--- src/rtl/spi_frame_pkg.sv ---
package spi_frame_pkg;
  localparam int FRAME_W  = 16;
  localparam int ADDR_W   = 2;
  localparam int HDR_BITS = ADDR_W + 2;
  localparam int DATA_W   = FRAME_W - HDR_BITS;
  localparam int CNT_W    = $clog2(FRAME_W + 1);
  localparam logic [ADDR_W-1:0] IEN_ADDR = 2'b01;
  localparam int SPIF_BIT = 8;
endpackage

--- src/rtl/spi_pin_sync.sv ---
module spi_pin_sync #(
  parameter int         W       = 3,
  parameter int         STAGES  = 2,
  parameter logic [W-1:0] RST_VAL = '0
) (
  input  logic         clk_i,
  input  logic         rst_ni,
  input  logic [W-1:0] d_i,
  output logic [W-1:0] q_o
);
  logic [W-1:0] st_q [STAGES];

  for (genvar g = 0; g < STAGES; g++) begin : g_stage
    if (g == 0) begin : g_first
      always_ff @(posedge clk_i or negedge rst_ni)
        if (!rst_ni) st_q[0] <= RST_VAL;
        else         st_q[0] <= d_i;
    end else begin : g_next
      always_ff @(posedge clk_i or negedge rst_ni)
        if (!rst_ni) st_q[g] <= RST_VAL;
        else         st_q[g] <= st_q[g-1];
    end
  end

  assign q_o = st_q[STAGES-1];
endmodule

--- src/rtl/spi_frame_shift.sv ---
module spi_frame_shift
  import spi_frame_pkg::*;
#(
  parameter int FW = FRAME_W,
  parameter int AW = ADDR_W,
  parameter int DW = DATA_W,
  parameter int CW = CNT_W
) (
  input  logic          clk_i,
  input  logic          rst_ni,
  input  logic          sck_s_i,
  input  logic          csn_s_i,
  input  logic          mosi_s_i,
  input  logic [DW-1:0] rd_word_i,
  output logic [AW-1:0] hdr_addr_o,
  output logic          hdr_rsel_o,
  output logic          miso_o,
  output logic          done_o,
  output logic          cnt_ok_o,
  output logic [AW-1:0] wr_addr_o,
  output logic          wr_ro_o,
  output logic [DW-1:0] wr_data_o
);
  localparam int HB = FW - DW;

  logic          sck_q, csn_q;
  logic          sck_rise, sck_fall, cs_fall, cs_rise, active;
  logic [FW-1:0] rx_q;
  logic [DW-1:0] tx_q;
  logic [CW-1:0] cnt_q;
  logic          miso_q;
  logic          load_hdr, tx_phase;

  assign sck_rise = sck_s_i & ~sck_q;
  assign sck_fall = ~sck_s_i & sck_q;
  assign cs_fall  = csn_q & ~csn_s_i;
  assign cs_rise  = ~csn_q & csn_s_i;
  assign active   = ~csn_s_i;

  // read source is known on the rising edge that samples the read-select bit
  assign load_hdr = cnt_q == CW'(HB - 2);
  assign tx_phase = (cnt_q >= CW'(HB)) && (cnt_q <= CW'(FW - 1));

  assign hdr_addr_o = rx_q[AW-1:0];
  assign hdr_rsel_o = mosi_s_i;

  always_ff @(posedge clk_i or negedge rst_ni) begin
    if (!rst_ni) begin
      sck_q  <= 1'b0;
      csn_q  <= 1'b1;
      rx_q   <= '0;
      tx_q   <= '0;
      cnt_q  <= '0;
      miso_q <= 1'b0;
    end else begin
      sck_q <= sck_s_i;
      csn_q <= csn_s_i;
      if (cs_fall) begin
        rx_q   <= '0;
        tx_q   <= '0;
        cnt_q  <= '0;
        miso_q <= 1'b0;
      end else if (cs_rise) begin
        miso_q <= 1'b0;
      end else if (active && sck_rise) begin
        rx_q <= {rx_q[FW-2:0], mosi_s_i};
        if (cnt_q != '1) cnt_q <= cnt_q + 1'b1;
        if (load_hdr) tx_q <= rd_word_i;
      end else if (active && sck_fall) begin
        if (tx_phase) begin
          miso_q <= tx_q[DW-1];
          tx_q   <= {tx_q[DW-2:0], 1'b0};
        end else begin
          miso_q <= 1'b0;
        end
      end
    end
  end

  assign miso_o    = miso_q;
  assign done_o    = cs_rise;
  assign cnt_ok_o  = cnt_q == CW'(FW);
  assign wr_addr_o = rx_q[FW-1 -: AW];
  assign wr_ro_o   = rx_q[DW];
  assign wr_data_o = rx_q[DW-1:0];
endmodule

--- src/rtl/spi_frame_bank.sv ---
module spi_frame_bank
  import spi_frame_pkg::*;
#(
  parameter int              AW       = ADDR_W,
  parameter int              DW       = DATA_W,
  parameter logic [AW-1:0]   REG_ADDR = IEN_ADDR,
  parameter int              FAIL_BIT = SPIF_BIT
) (
  input  logic          clk_i,
  input  logic          rst_ni,
  input  logic          done_i,
  input  logic          cnt_ok_i,
  input  logic [AW-1:0] wr_addr_i,
  input  logic          wr_ro_i,
  input  logic [DW-1:0] wr_data_i,
  input  logic [AW-1:0] hdr_addr_i,
  input  logic          hdr_rsel_i,
  input  logic [DW-1:0] stat_i,
  input  logic          boot_mode_i,
  output logic [DW-1:0] rd_word_o,
  output logic [DW-1:0] ien_o,
  output logic          irq_o,
  output logic          rst_req_o
);
  logic [DW-1:0] ien_q;
  logic          irq_q, rst_q, bad_cnt;

  assign bad_cnt = done_i & ~cnt_ok_i & ien_q[FAIL_BIT];

  always_comb begin
    rd_word_o = '0;
    if (hdr_addr_i == REG_ADDR) rd_word_o = hdr_rsel_i ? stat_i : ien_q;
  end

  always_ff @(posedge clk_i or negedge rst_ni) begin
    if (!rst_ni) begin
      ien_q <= '0;
      irq_q <= 1'b0;
      rst_q <= 1'b0;
    end else begin
      if (done_i && cnt_ok_i && wr_addr_i == REG_ADDR && !wr_ro_i) ien_q <= wr_data_i;
      irq_q <= bad_cnt & ~boot_mode_i;
      rst_q <= bad_cnt & boot_mode_i;
    end
  end

  assign ien_o     = ien_q;
  assign irq_o     = irq_q;
  assign rst_req_o = rst_q;
endmodule

--- src/rtl/spi_frame_regs.sv ---
module spi_frame_regs
  import spi_frame_pkg::*;
#(
  parameter int SYNC_STAGES = 2,
  parameter int DW          = DATA_W,
  parameter int FAIL_BIT    = SPIF_BIT
) (
  input  logic          clk_i,
  input  logic          rst_ni,
  input  logic          sck_i,
  input  logic          csn_i,
  input  logic          mosi_i,
  output logic          miso_o,
  input  logic          boot_mode_i,
  input  logic [DW-1:0] int_stat_i,
  output logic [DW-1:0] int_en_o,
  output logic          spi_fail_irq_o,
  output logic          reset_req_o
);
  logic              sck_s, csn_s, mosi_s;
  logic [DW-1:0]     rd_word;
  logic [ADDR_W-1:0] hdr_addr, wr_addr;
  logic              hdr_rsel, wr_ro;
  logic [DW-1:0]     wr_data;
  logic              frame_done, cnt_ok;

  spi_pin_sync #(
    .W(3), .STAGES(SYNC_STAGES), .RST_VAL(3'b010)
  ) u_sync (
    .clk_i(clk_i), .rst_ni(rst_ni),
    .d_i({sck_i, csn_i, mosi_i}),
    .q_o({sck_s, csn_s, mosi_s})
  );

  spi_frame_shift #(.DW(DW)) u_shift (
    .clk_i(clk_i), .rst_ni(rst_ni),
    .sck_s_i(sck_s), .csn_s_i(csn_s), .mosi_s_i(mosi_s),
    .rd_word_i(rd_word),
    .hdr_addr_o(hdr_addr), .hdr_rsel_o(hdr_rsel),
    .miso_o(miso_o), .done_o(frame_done), .cnt_ok_o(cnt_ok),
    .wr_addr_o(wr_addr), .wr_ro_o(wr_ro), .wr_data_o(wr_data)
  );

  spi_frame_bank #(.DW(DW), .FAIL_BIT(FAIL_BIT)) u_bank (
    .clk_i(clk_i), .rst_ni(rst_ni),
    .done_i(frame_done), .cnt_ok_i(cnt_ok),
    .wr_addr_i(wr_addr), .wr_ro_i(wr_ro), .wr_data_i(wr_data),
    .hdr_addr_i(hdr_addr), .hdr_rsel_i(hdr_rsel),
    .stat_i(int_stat_i), .boot_mode_i(boot_mode_i),
    .rd_word_o(rd_word), .ien_o(int_en_o),
    .irq_o(spi_fail_irq_o), .rst_req_o(reset_req_o)
  );
endmodule

--- config.mk ---
export PLATFORM = sky130hd
export DESIGN_NAME = spi_frame_regs
export DESIGN_NICKNAME = d
export VERILOG_FILES = /design/src/rtl/spi_frame_pkg.sv /design/src/rtl/spi_pin_sync.sv /design/src/rtl/spi_frame_shift.sv /design/src/rtl/spi_frame_bank.sv /design/src/rtl/spi_frame_regs.sv
export SDC_FILE = /design/constraint.sdc
export NUM_CORES = 1
export LEC_CHECK = 0
export CAP_MARGIN = 40
export CORE_MARGIN = 2
export CORE_UTILIZATION = 39
export DETAILED_ROUTE_END_ITERATION = 12
export HOLD_SLACK_MARGIN = 0.12
export PLACE_DENSITY_LB_ADDON = 0.12
export SLEW_MARGIN = 20
export SYNTH_ARGS = -nofsm -noshare
export SYNTH_HDL_FRONTEND = slang
export SYNTH_SLANG_ARGS = --single-unit
--- constraint.sdc ---
create_clock -name clk_i -period 2.44 [get_ports clk_i]
set_clock_uncertainty 0.05 [all_clocks]
set_input_delay 0.366 -clock clk_i [delete_from_list [all_inputs] [get_ports clk_i]]
set_output_delay 0.366 -clock clk_i [all_outputs]
set_load 0.01 [all_outputs]
==> out/results.ini, run 1 <==
[power]
power_switching_uw=425
finalPower_mw=1.81
p_clk_frac=0.332
pwr_density_cell_nw_per_um2=607
ir_drop_uv=352
combPwrFrac=0.108
internal-power_mw=1.38
power_frac_seq=0.560
switching_share=0.236
power.leakage_nw=1.34

[final_layout]
final_cells=306
n_antenna_cell=0
fillers=542
layout-drive-gt1-share=0.177
multi_input_area_um2=957
syn_to_final_growth_pct=23.0
regArea_um2=1410
nets=253
design_area_um2=2970
final_common_cell=dfrtp_1
layout_common_cells=53 x dfrtp_1, 31 x clkdlybuf4s50_1, 16 x a22o_1

[cts]
tritoncts=yes
clk_pin_slew_worst_paths_ns=0.10
cts_root_buf=clkbuf_8
cts.sinks=56
cts_buffers=5
clock_path_buffers=2
htreeDepth=2
clk_latency_ns=0.31
ctsHoldBuffers=0

[timing]
rsz0062_at_grt=false
worst_slew_pin_slew_ns=0.773
tns_ns=0
fin_crit_sh=0.964
fmax_mhz=425
drv_slew=0
relSlewSlack=0.483
period_needed_ns=2.35
setup_viol=0
hold_viol_final=0

[detailed_routing]
drc_errors=0
wl_per_cell_um=16.2
drt_iter0_markers=49
wirelength_mm=4.96
detail-route-antenna-nets=0
via_per_inst=5.37
via_count=1643
drt_first_pass_iters=8

[synth]
ys_ff_latch=56
ys.warnings.count=0
netlist_top_cells_area=dfrtp_1 55%, a22o_1 5.8%, mux2_2 5.6%, mux2i_1 5.4%, o22a_1 4.0%
synth_nets=215
netlist.area_leader.share=0.549
syn_area_um2=2420
synth_top_area_cell=dfrtp_1
ys_types=36
ys_seq_area_frac=0.581
synthCells=192
post_synth.cell_area_avg_um2=12.6

[die]
die_area_um2=6840
start_util=0.406
die_h_um=82.7
placeableCoreArea_um2=5960
die_width_um=82.7
rows=28
ios=33

[worst_setup_path]
rr_endpoint=u_shift.tx_q[7]
reg2reg_from=u_shift.cnt_q[0]
rr_worst_depth=8
arrival_ns=2.55
slowest_stage=or4_4
crit_type=reg2reg
cp-end-kind=flop
r2r_setup_slack_ns=0.09
cp-start-kind=flop
slowest_delay_ns=0.53
required_ns=2.64
cp_max_fo=6
path_cells=ha_2 -> and3_1 -> ha_1 -> or4_4 -> a211oi_4 -> buf_6 -> buf_2 -> o22a_1

[placement]
dpl_cell_area_um2=2820
place.gp.congestion=0.853
dp_cells=294
io_buffers=32
place_hpwl_mm=3.48

[grt]
grt_max_degree=57
antenna_found_initial=0
grtUsageTotal=0.155
gr-total-overflow=0
grt_pass1_vias=1575
grt_first_pass_wirelength_mm=7.85

[hold_path]
min_path_type=in2async

[run]
cap_violations=0

[status]
outcome=completed

## per-layer routing
layer	wire length (µm)	vias up	track usage
met5	0	-	0
met4	44	0	0.0393
met3	158	4	0.0424
li1	-	776	-
met1	2450	833	0.221
met2	2310	30	0.235
## cell type report
type,instances,share of cell area
timing repair buffer,42,0.133
multi-input combinational,121,0.322
inverter,4,0.00505
clock inverter,2,0.0118
sequential,56,0.472
tap,75,0.0316
clock buffer,6,0.0244
## power groups by stage
stage	Combinational (mW)	Sequential, mW	Clock [mW]
floorplan	0.114	1.02	0
global route	0.218	1.02	0.648
detailed placement	0.183	1.03	0
finish	0.195	1.01	0.599
CTS	0.184	1.01	0.615
global placement	0.176	1.03	0
## cells in the mapped netlist, drive strengths merged
library cell,number
dfrtp,53
a22o,16
mux2i,13
mux2,12
o21ai,12
a21oi,11
o22a,11
nor2,9
clkbuf,8
ha,5
buf,4
inv,4
nor2b,4
a211oi,3
dfstp,3
nand2,3
nand2b,3
nand3,3
nor3,2
o31ai,2
xor2,2
a32oi,1
and3,1
nand3b,1
nand4,1
nor4,1
nor4b,1
or2,1
or4,1
xnor2,1
## repair_timing
action	in CTS	in global routing
setup buffers	0	2
endpoints found under the setup margin	0	12
resized for setup	0	5
## critical path, delay by kind of cell, from the launching register on
family | cells | cell delay, ns
AND/OR/NAND/NOR | 2 | 0.73
AO/OA/AOI/OAI | 2 | 0.36
buffers and inverters | 2 | 0.34
flip-flops | 1 | 0.42
adder cells (fa/ha/maj) | 2 | 0.40
## logic make-up after synthesis
| kind of cell | Yosys count | share of synthesized area |
|---|---|---|
| mux | 25 | 0.110 |
| fa+ha+maj | 5 | 0.0259 |
| compound gates | 56 | 0.170 |
| buf+inv | 16 | 0.0305 |
| flops | 56 | 0.581 |
| simple gates | 31 | 0.0720 |
| xor+xnor | 3 | 0.0109 |
## registers in the layout, indices dropped and copies added, names as in the netlist
name / cells
u_shift.csn_q: 1
u_shift.rx_q: 16
u_shift.tx_q: 12
u_shift.miso_o: 1
u_sync.st_q: 3
u_sync.q_o: 3
u_shift.cnt_q: 5
u_bank.ien_o: 12
u_shift.sck_q: 1
u_bank.rst_req_o: 1
u_bank.irq_o: 1
## per-stage QoR
| step | setup slack (ns) | utilization | hold slack, ns |
|---|---|---|---|
| 2_1_floorplan | 0.0757 | - | 0.0204 |
| 3_5_place_dp | 0.0447 | 0.474 | 0.289 |
| 6_report | 0.0886 | 0.499 | 0.133 |
| 3_3_place_gp | 0.0716 | 0.472 | 0.287 |
| 5_1_grt | 0.00964 | 0.499 | 0.196 |
| 4_1_cts | 0.0283 | 0.492 | 0.162 |
## worst max path at each step
| stage | start | to | cells after the start |
|---|---|---|---|
| floorplan | u_shift.cnt_q[0] | u_shift.tx_q[1] | 8 |
| global placement | u_shift.cnt_q[0] | u_shift.tx_q[0] | 8 |
| global route | u_shift.cnt_q[0] | u_shift.tx_q[0] | 9 |
| finish | u_shift.cnt_q[0] | u_shift.tx_q[7] | 8 |
| detailed placement | u_shift.cnt_q[0] | u_shift.tx_q[8] | 7 |
| CTS | u_shift.cnt_q[0] | u_shift.tx_q[0] | 8 |
No activity file was read; power rests on OpenSTA's default activity.
==> run 2, diff against run 1 <==
--- a/config.mk
+++ b/config.mk
@@ -14,4 +14,5 @@
 export SLEW_MARGIN = 20
 export SYNTH_ARGS = -nofsm -noshare
 export SYNTH_HDL_FRONTEND = slang
+export SYNTH_HIERARCHICAL = 1
 export SYNTH_SLANG_ARGS = --single-unit
==> run 2 against run 1 <==
  * Cell count rose by 10%
  * Count of clock-buffer cells in the layout down 1
  * Highest routed layer unchanged
  * Power rose by 2.4%
  * Fmax increased by 6.9%
  * Core utilization is 3.8 points lower
  * Sequential power about the same
  * Critical endpoint is now u_shift/cnt_q[0]
  * Wire length rose by 9.0%
  * Non-clock buffer count did not move
  * Die area grew 15%
==> out/results.ini, run 2 <==
[timing]
setup_viol=0  ; unchanged
relSlewSlack=0.679  ; +0.196
drv_slew=0  ; unchanged
fmax_mhz=455  ; +6.9%
period_needed_ns=2.20  ; -0.152 ns
worst_slew_pin_slew_ns=0.481  ; -0.292 ns
tns_ns=0  ; unchanged
hold_viol_final=0  ; unchanged
rsz0062_at_grt=false
fin_crit_sh=0.901  ; -0.0623

[grt]
grt_pass1_vias=1709  ; +8.5%
grt_first_pass_wirelength_mm=9.03  ; +15%
antenna_found_initial=0  ; unchanged
gr-total-overflow=0  ; unchanged
grt_max_degree=22  ; -61%
grtUsageTotal=0.152  ; -0.00297

[placement]
io_buffers=32  ; unchanged
place_hpwl_mm=3.85  ; +11%
dp_cells=329  ; +12%
place.gp.congestion=0.775  ; -9.2%

[detailed_routing]
drt_first_pass_iters=4  ; -4
routed.top_layer=met4
via_count=1703  ; +3.7%
wirelength_mm=5.41  ; +9.0%
drt-met1-wl_mm=2.72  ; +11%
met2_length_mm=2.41  ; +4.5%
detail-route-antenna-nets=0  ; unchanged
wl_per_cell_um=16.0  ; -1.3%
wl_met3_um=226  ; +43%
drc_errors=0  ; unchanged
drt_iter0_markers=111  ; +130%
via_per_inst=5.04  ; -6.2%

[synth]
netlist_top_cells_area=dfrtp_1 48%, a22o_1 8.5%, buf_4 6.2%, mux2_2 5.7%, mux2_4 4.8%
ys_types=37  ; +2.8%
ys.warnings.count=6  ; +6
yosysMostFrequentCell=dfrtp_1
synthTopCellsByCount=53 x dfrtp_1, 27 x a22o_1, 23 x buf_4
ys_seq_area_frac=0.504  ; -0.0774
synth_nets=248  ; +15%
syn_area_um2=2790  ; +15%
synthCells=223  ; +16%
synthArstFlopShare=1.00  ; unchanged
ys_ff_latch=56  ; unchanged
synth_ff_type=dfrtp_1
synth-edff-count=0  ; unchanged
synth_top_area_cell=dfrtp_1
netlist.area_leader.share=0.476  ; -0.0731
post_synth.cell_area_avg_um2=12.5  ; -0.67%

[worst_setup_path]
rr_worst_depth=7  ; -1
arrival_ns=2.39  ; -0.16 ns
rr_endpoint=u_shift/cnt_q[0]
cp_max_fo=18  ; +12
cp-end-kind=flop
cp-start-kind=flop
reg2reg_from=u_sync/q_o[1]
r2r_setup_slack_ns=0.24  ; +0.15 ns
crit_type=reg2reg
required_ns=2.63  ; about the same

[cts]
clk_latency_ns=0.31  ; about the same
tritoncts=yes
cts_buffers=5  ; unchanged
cts.sinks=56  ; unchanged
clock_path_buffers=2  ; unchanged
clk_pin_slew_worst_paths_ns=0.10  ; about the same
ctsResizeCount=0  ; unchanged
htreeDepth=2  ; unchanged
cts_root_buf=clkbuf_8

[die]
die_area_um2=7840  ; +15%
ios=33  ; unchanged
start_util=0.406  ; about the same
die_width_um=88.6  ; +7.1%
die_h_um=88.6  ; +7.1%
placeableCoreArea_um2=6870  ; +15%
rows=30  ; +7.1%

[power]
power.leakage_nw=1.45  ; +8.1%
ir_drop_uv=291  ; -17%
pwr_density_cell_nw_per_um2=583  ; -4.0%

[final_layout]
utilization=0.462  ; -0.0376
final_common_cell=dfrtp_1
layout_common_cells=53 x dfrtp_1, 31 x clkdlybuf4s50_1, 27 x a22o_1
regMostFlops=u_shift/rx_q
n_antenna_cell=0  ; unchanged
final_cells=338  ; +10%
syn_to_final_growth_pct=13.7
largest_reg_flops=16  ; unchanged
layout-drive-gt1-share=0.211  ; +0.0333
nets=266  ; +5.1%

[status]
outcome=completed

[run]
cap_violations=0  ; unchanged

[hold_path]
hold_end=u_sync/q_o[1]
hold_start=u_sync/st_q[4]
min_path_type=reg2reg
min_path_cells=0

==> run 2: cell count changes after synthesis, sizes merged, moves of 3 or more <==
cell,before,now
a211oi,3,0
a21oi,11,1
a22o,16,27
buf,4,27
clkbuf,8,4
inv,4,8
mux2,12,23
nand2,3,7
nor2,9,16
nor2b,4,1
o21ai,12,5
o22a,11,0
or3,0,3
==> run 2: cell families (layout without fill, tap and decap cells) <==
| group | after synthesis | count (layout) | share of synthesized area |
|---|---|---|---|
| multiplexers | 36 | 36 | 0.152 |
| AND/OR/NAND/NOR | 42 | 42 | 0.0875 |
| AO/OA/AOI/OAI | 43 | 43 | 0.135 |
| buffers and inverters | 39 | 58 | 0.0911 |
| flip-flops | 56 | 56 | 0.504 |
| adder cells (fa/ha/maj) | 7 | 7 | 0.0314 |
==> run 2: metrics by stage <==
step                instance area [µm²]  hold WS, ns  worst slack [ns]  power, mW
finish                             3170        0.314             0.241       1.85
global route                       3170        0.321            0.0714       1.97
CTS                                3170        0.315             0.225       1.88
detailed placement                 3070        0.289             0.247       1.34
global placement                   3070        0.283             0.269       1.33
floorplan                          2790       0.0204             0.309       1.25
==> run 2: final cells by class <==
type,instances,area (µm²)
Clock inverter,3,25.0
Fill cell,643,3700
Multi-Input combinational cell,128,1130
Clock buffer,5,68.8
Tap cell,96,120
Inverter,8,30.0
Sequential cell,56,1410
Timing Repair Buffer,42,393
==> run 2: per-layer routing <==
layer,GRT usage,vias to the layer above
met5,0,-
met4,0.0455,0
met3,0.0336,6
met2,0.219,30
li1,-,810
met1,0.229,857
==> run 2: worst max path at each step <==
stage                startpoint               end  slack, ns  cells past startpoint
2_1_floorplan     u_sync/q_o[1]  u_shift/tx_q[10]       0.31                      7
3_3_place_gp      u_sync/q_o[1]  u_shift/cnt_q[0]       0.27                      7
3_5_place_dp   u_shift/cnt_q[1]   u_shift/tx_q[2]       0.25                      7
4_1_cts        u_shift/cnt_q[1]   u_shift/tx_q[2]       0.22                      7
5_1_grt           u_sync/q_o[1]  u_shift/cnt_q[0]       0.07                      7
6_report          u_sync/q_o[1]  u_shift/cnt_q[0]       0.24                      7
==> run 2: critical path: stages, from the launching register on <==
cell and delay (ns):
dfstp_2 0.63, inv_1 0.06, ha_1 0.30, nor4b_4 0.40, nor2b_1 0.21, buf_4 0.25, a21oi_1 0.09, a31oi_1 0.13
==> run 2: what timing repair did <==
item,4_1_cts,5_1_grt
hold buffers,1,0
setup buffers,0,0
endpoints found under the hold margin,15,0
==> run 2: power breakdown <==
part	switching (mW)	total [mW]	internal, mW	leakage, nW
logic	0.145	0.284	0.139	0.655
registers	0.0654	1.04	0.971	0.748
clock network	0.318	0.528	0.210	0.0452
total	0.529	1.85	1.32	1.45
==> run 3, diff against run 2 <==
--- a/config.mk
+++ b/config.mk
@@ -8,9 +8,11 @@
 export CAP_MARGIN = 40
 export CORE_MARGIN = 2
 export CORE_UTILIZATION = 39
+export CTS_CLUSTER_SIZE = 10
 export DETAILED_ROUTE_END_ITERATION = 12
 export HOLD_SLACK_MARGIN = 0.12
 export PLACE_DENSITY_LB_ADDON = 0.12
+export SKIP_LAST_GASP = 1
 export SLEW_MARGIN = 20
 export SYNTH_ARGS = -nofsm -noshare
 export SYNTH_HDL_FRONTEND = slang
==> constraint.sdc (replaced) <==
create_clock -name clk_i -period 2.55 [get_ports clk_i]
set_clock_uncertainty 0.05 [all_clocks]
set_input_delay 0.3825 -clock clk_i [delete_from_list [all_inputs] [get_ports clk_i]]
set_output_delay 0.3825 -clock clk_i [all_outputs]
set_load 0.01 [all_outputs]
==> run 3 against run 2 <==
  * Sequential power is 5% lower
  * Register-to-register slack barely moved
  * Fmax shrank 4.6%
  * Highest routed layer unchanged
==> out/results.ini, run 3 (same netlist as run 2, synthesis figures left out) <==
[worst_setup_path]
r2r_setup_slack_ns=0.24  ; about the same
slowest_stage=o21bai_1
cp-start-kind=flop
rr_worst_depth=5  ; -2
cp-end-kind=flop
critical-path-top-delay-family=compound AO/OA/AOI/OAI gates
path_cells=inv_1 -> ha_1 -> o21bai_1 -> buf_4 -> a22o_1
arrival_ns=2.51  ; +0.12 ns
critPathBufInv=2  ; unchanged
crit_type=reg2reg
slowest_delay_ns=0.72  ; +0.09 ns
required_ns=2.76  ; +0.13 ns
cp_max_fo=12  ; -6
cp.depth=5  ; -2

[die]
ios=33  ; unchanged
placeableCoreArea_um2=6870  ; unchanged
start_util=0.406  ; unchanged
die_width_um=88.6  ; unchanged
die_h_um=88.6  ; unchanged
rows=30  ; unchanged
die_area_um2=7840  ; unchanged

[cts]
htreeDepth=2  ; unchanged
cts.sinks=56  ; unchanged
clk_pin_slew_worst_paths_ns=0.11  ; about the same
cts_root_buf=clkbuf_8
clock_path_buffers=2  ; unchanged
clk_latency_ns=0.31  ; about the same
ctsResizeCount=0  ; unchanged
cts_buffers=5  ; unchanged
tritoncts=yes

[final_layout]
syn_to_final_growth_pct=13.6  ; about the same
final_common_cell=dfrtp_1
fillers=658  ; +2.3%
regMostFlops=u_shift/rx_q
n_antenna_cell=0  ; unchanged
design_area_um2=3170  ; about the same
nets=264  ; -0.75%
largest_reg_flops=16  ; unchanged
regArea_um2=1410  ; unchanged
utilization=0.461  ; about the same
layout_common_cells=53 x dfrtp_1, 31 x clkdlybuf4s50_1, 27 x a22o_1
multi_input_area_um2=1130  ; unchanged
layout-drive-gt1-share=0.204  ; -0.00658

[grt]
grtUsageTotal=0.149  ; -0.00281
antenna_found_initial=0  ; unchanged
grt_max_degree=34  ; +55%
grt_first_pass_wirelength_mm=8.94  ; -1.0%
grt_pass1_vias=1731  ; +1.3%
gr-total-overflow=0  ; unchanged

[detailed_routing]
drc_errors=0  ; unchanged
detail-route-antenna-nets=0  ; unchanged
drt_iter0_markers=68  ; -39%
via_count=1681  ; -1.3%
via_per_inst=5.00  ; -0.70%
wl_per_cell_um=16.2  ; +1.0%
drt_first_pass_iters=4  ; unchanged
wirelength_mm=5.44  ; +0.44%

[timing]
setup_viol=0  ; unchanged
hold_viol_final=0  ; unchanged
period_needed_ns=2.31  ; +0.106 ns
worst_slew_pin_slew_ns=0.847  ; +0.366 ns
rsz0062_at_grt=false
relSlewSlack=0.434  ; -0.245
fmax_mhz=434  ; -4.6%
drv_slew=0  ; unchanged
fin_crit_sh=0.904  ; +0.00275
tns_ns=0  ; unchanged

[hold_path]
min_path_type=reg2reg
min_path_cells=0  ; unchanged

[placement]
dpl_cell_area_um2=3070  ; about the same
place.gp.congestion=0.756  ; -2.5%
io_buffers=32  ; unchanged
place_hpwl_mm=3.75  ; -2.5%

[power]
pwr_density_cell_nw_per_um2=559  ; -4.1%
power.leakage_nw=1.44  ; -0.30%
ir_drop_uv=300  ; +3.2%
finalPower_mw=1.77  ; -4.1%

[run]
cap_violations=0  ; unchanged

[status]
outcome=completed

==> run 3: final timing paths <==
check                               start              end
setup reg to reg            u_sync/q_o[1]  u_shift/rx_q[4]
hold / removal             u_sync/st_q[4]    u_sync/q_o[1]
max in group asynchronous          rst_ni  u_shift/rx_q[3]
setup / recovery            u_sync/q_o[1]  u_shift/rx_q[4]
hold reg to reg            u_sync/st_q[4]    u_sync/q_o[1]
min in group asynchronous          rst_ni     u_bank/irq_o
==> run 3: metal layers <==
layer,track usage,vias up,share of wire
met5,0,-,0
met4,0.0413,0,0.0098
met3,0.0326,5,0.037
met2,0.207,25,0.41
met1,0.233,840,0.54
li1,-,811,-
==> run 3: power breakdown <==
part / switching (mW) / internal, mW / leakage [nW]
Sequential: 0.0635 / 0.930 / 0.748
Clock: 0.311 / 0.201 / 0.0452
Combinational: 0.136 / 0.131 / 0.650
==> run 3: area by class of cell <==
class,instances,area share
clock buffer,5,0.0217
clock inverter,3,0.00790
inverter,8,0.00947
multi-input combinational,128,0.356
sequential,56,0.443
tap,96,0.0379
timing repair buffer,40,0.123
==> run 3: repair_timing <==
action                                  in CTS  in global routing
setup buffers                                0                  0
endpoints found under the setup margin       0                  0
hold buffers                                 1                  0
endpoints found under the hold margin       20                  0
==> run 3: metrics by stage <==
step | std cells | worst slack [ns] | hold slack, ns
after detailed placement | 327 | 0.265 | 0.289
after global routing | 336 | 0.0620 | 0.321
after CTS | 336 | 0.245 | 0.316
after floorplan | 223 | 0.419 | 0.0369
final | 336 | 0.244 | 0.313
after global placement | 327 | 0.346 | 0.292
==> run 3: worst reg2reg max path, cell delays in order, from the launching register on <==
cell	delay [ns]
dfstp_2	0.63
inv_1	0.06
ha_1	0.31
o21bai_1	0.72
buf_4	0.31
a22o_1	0.16
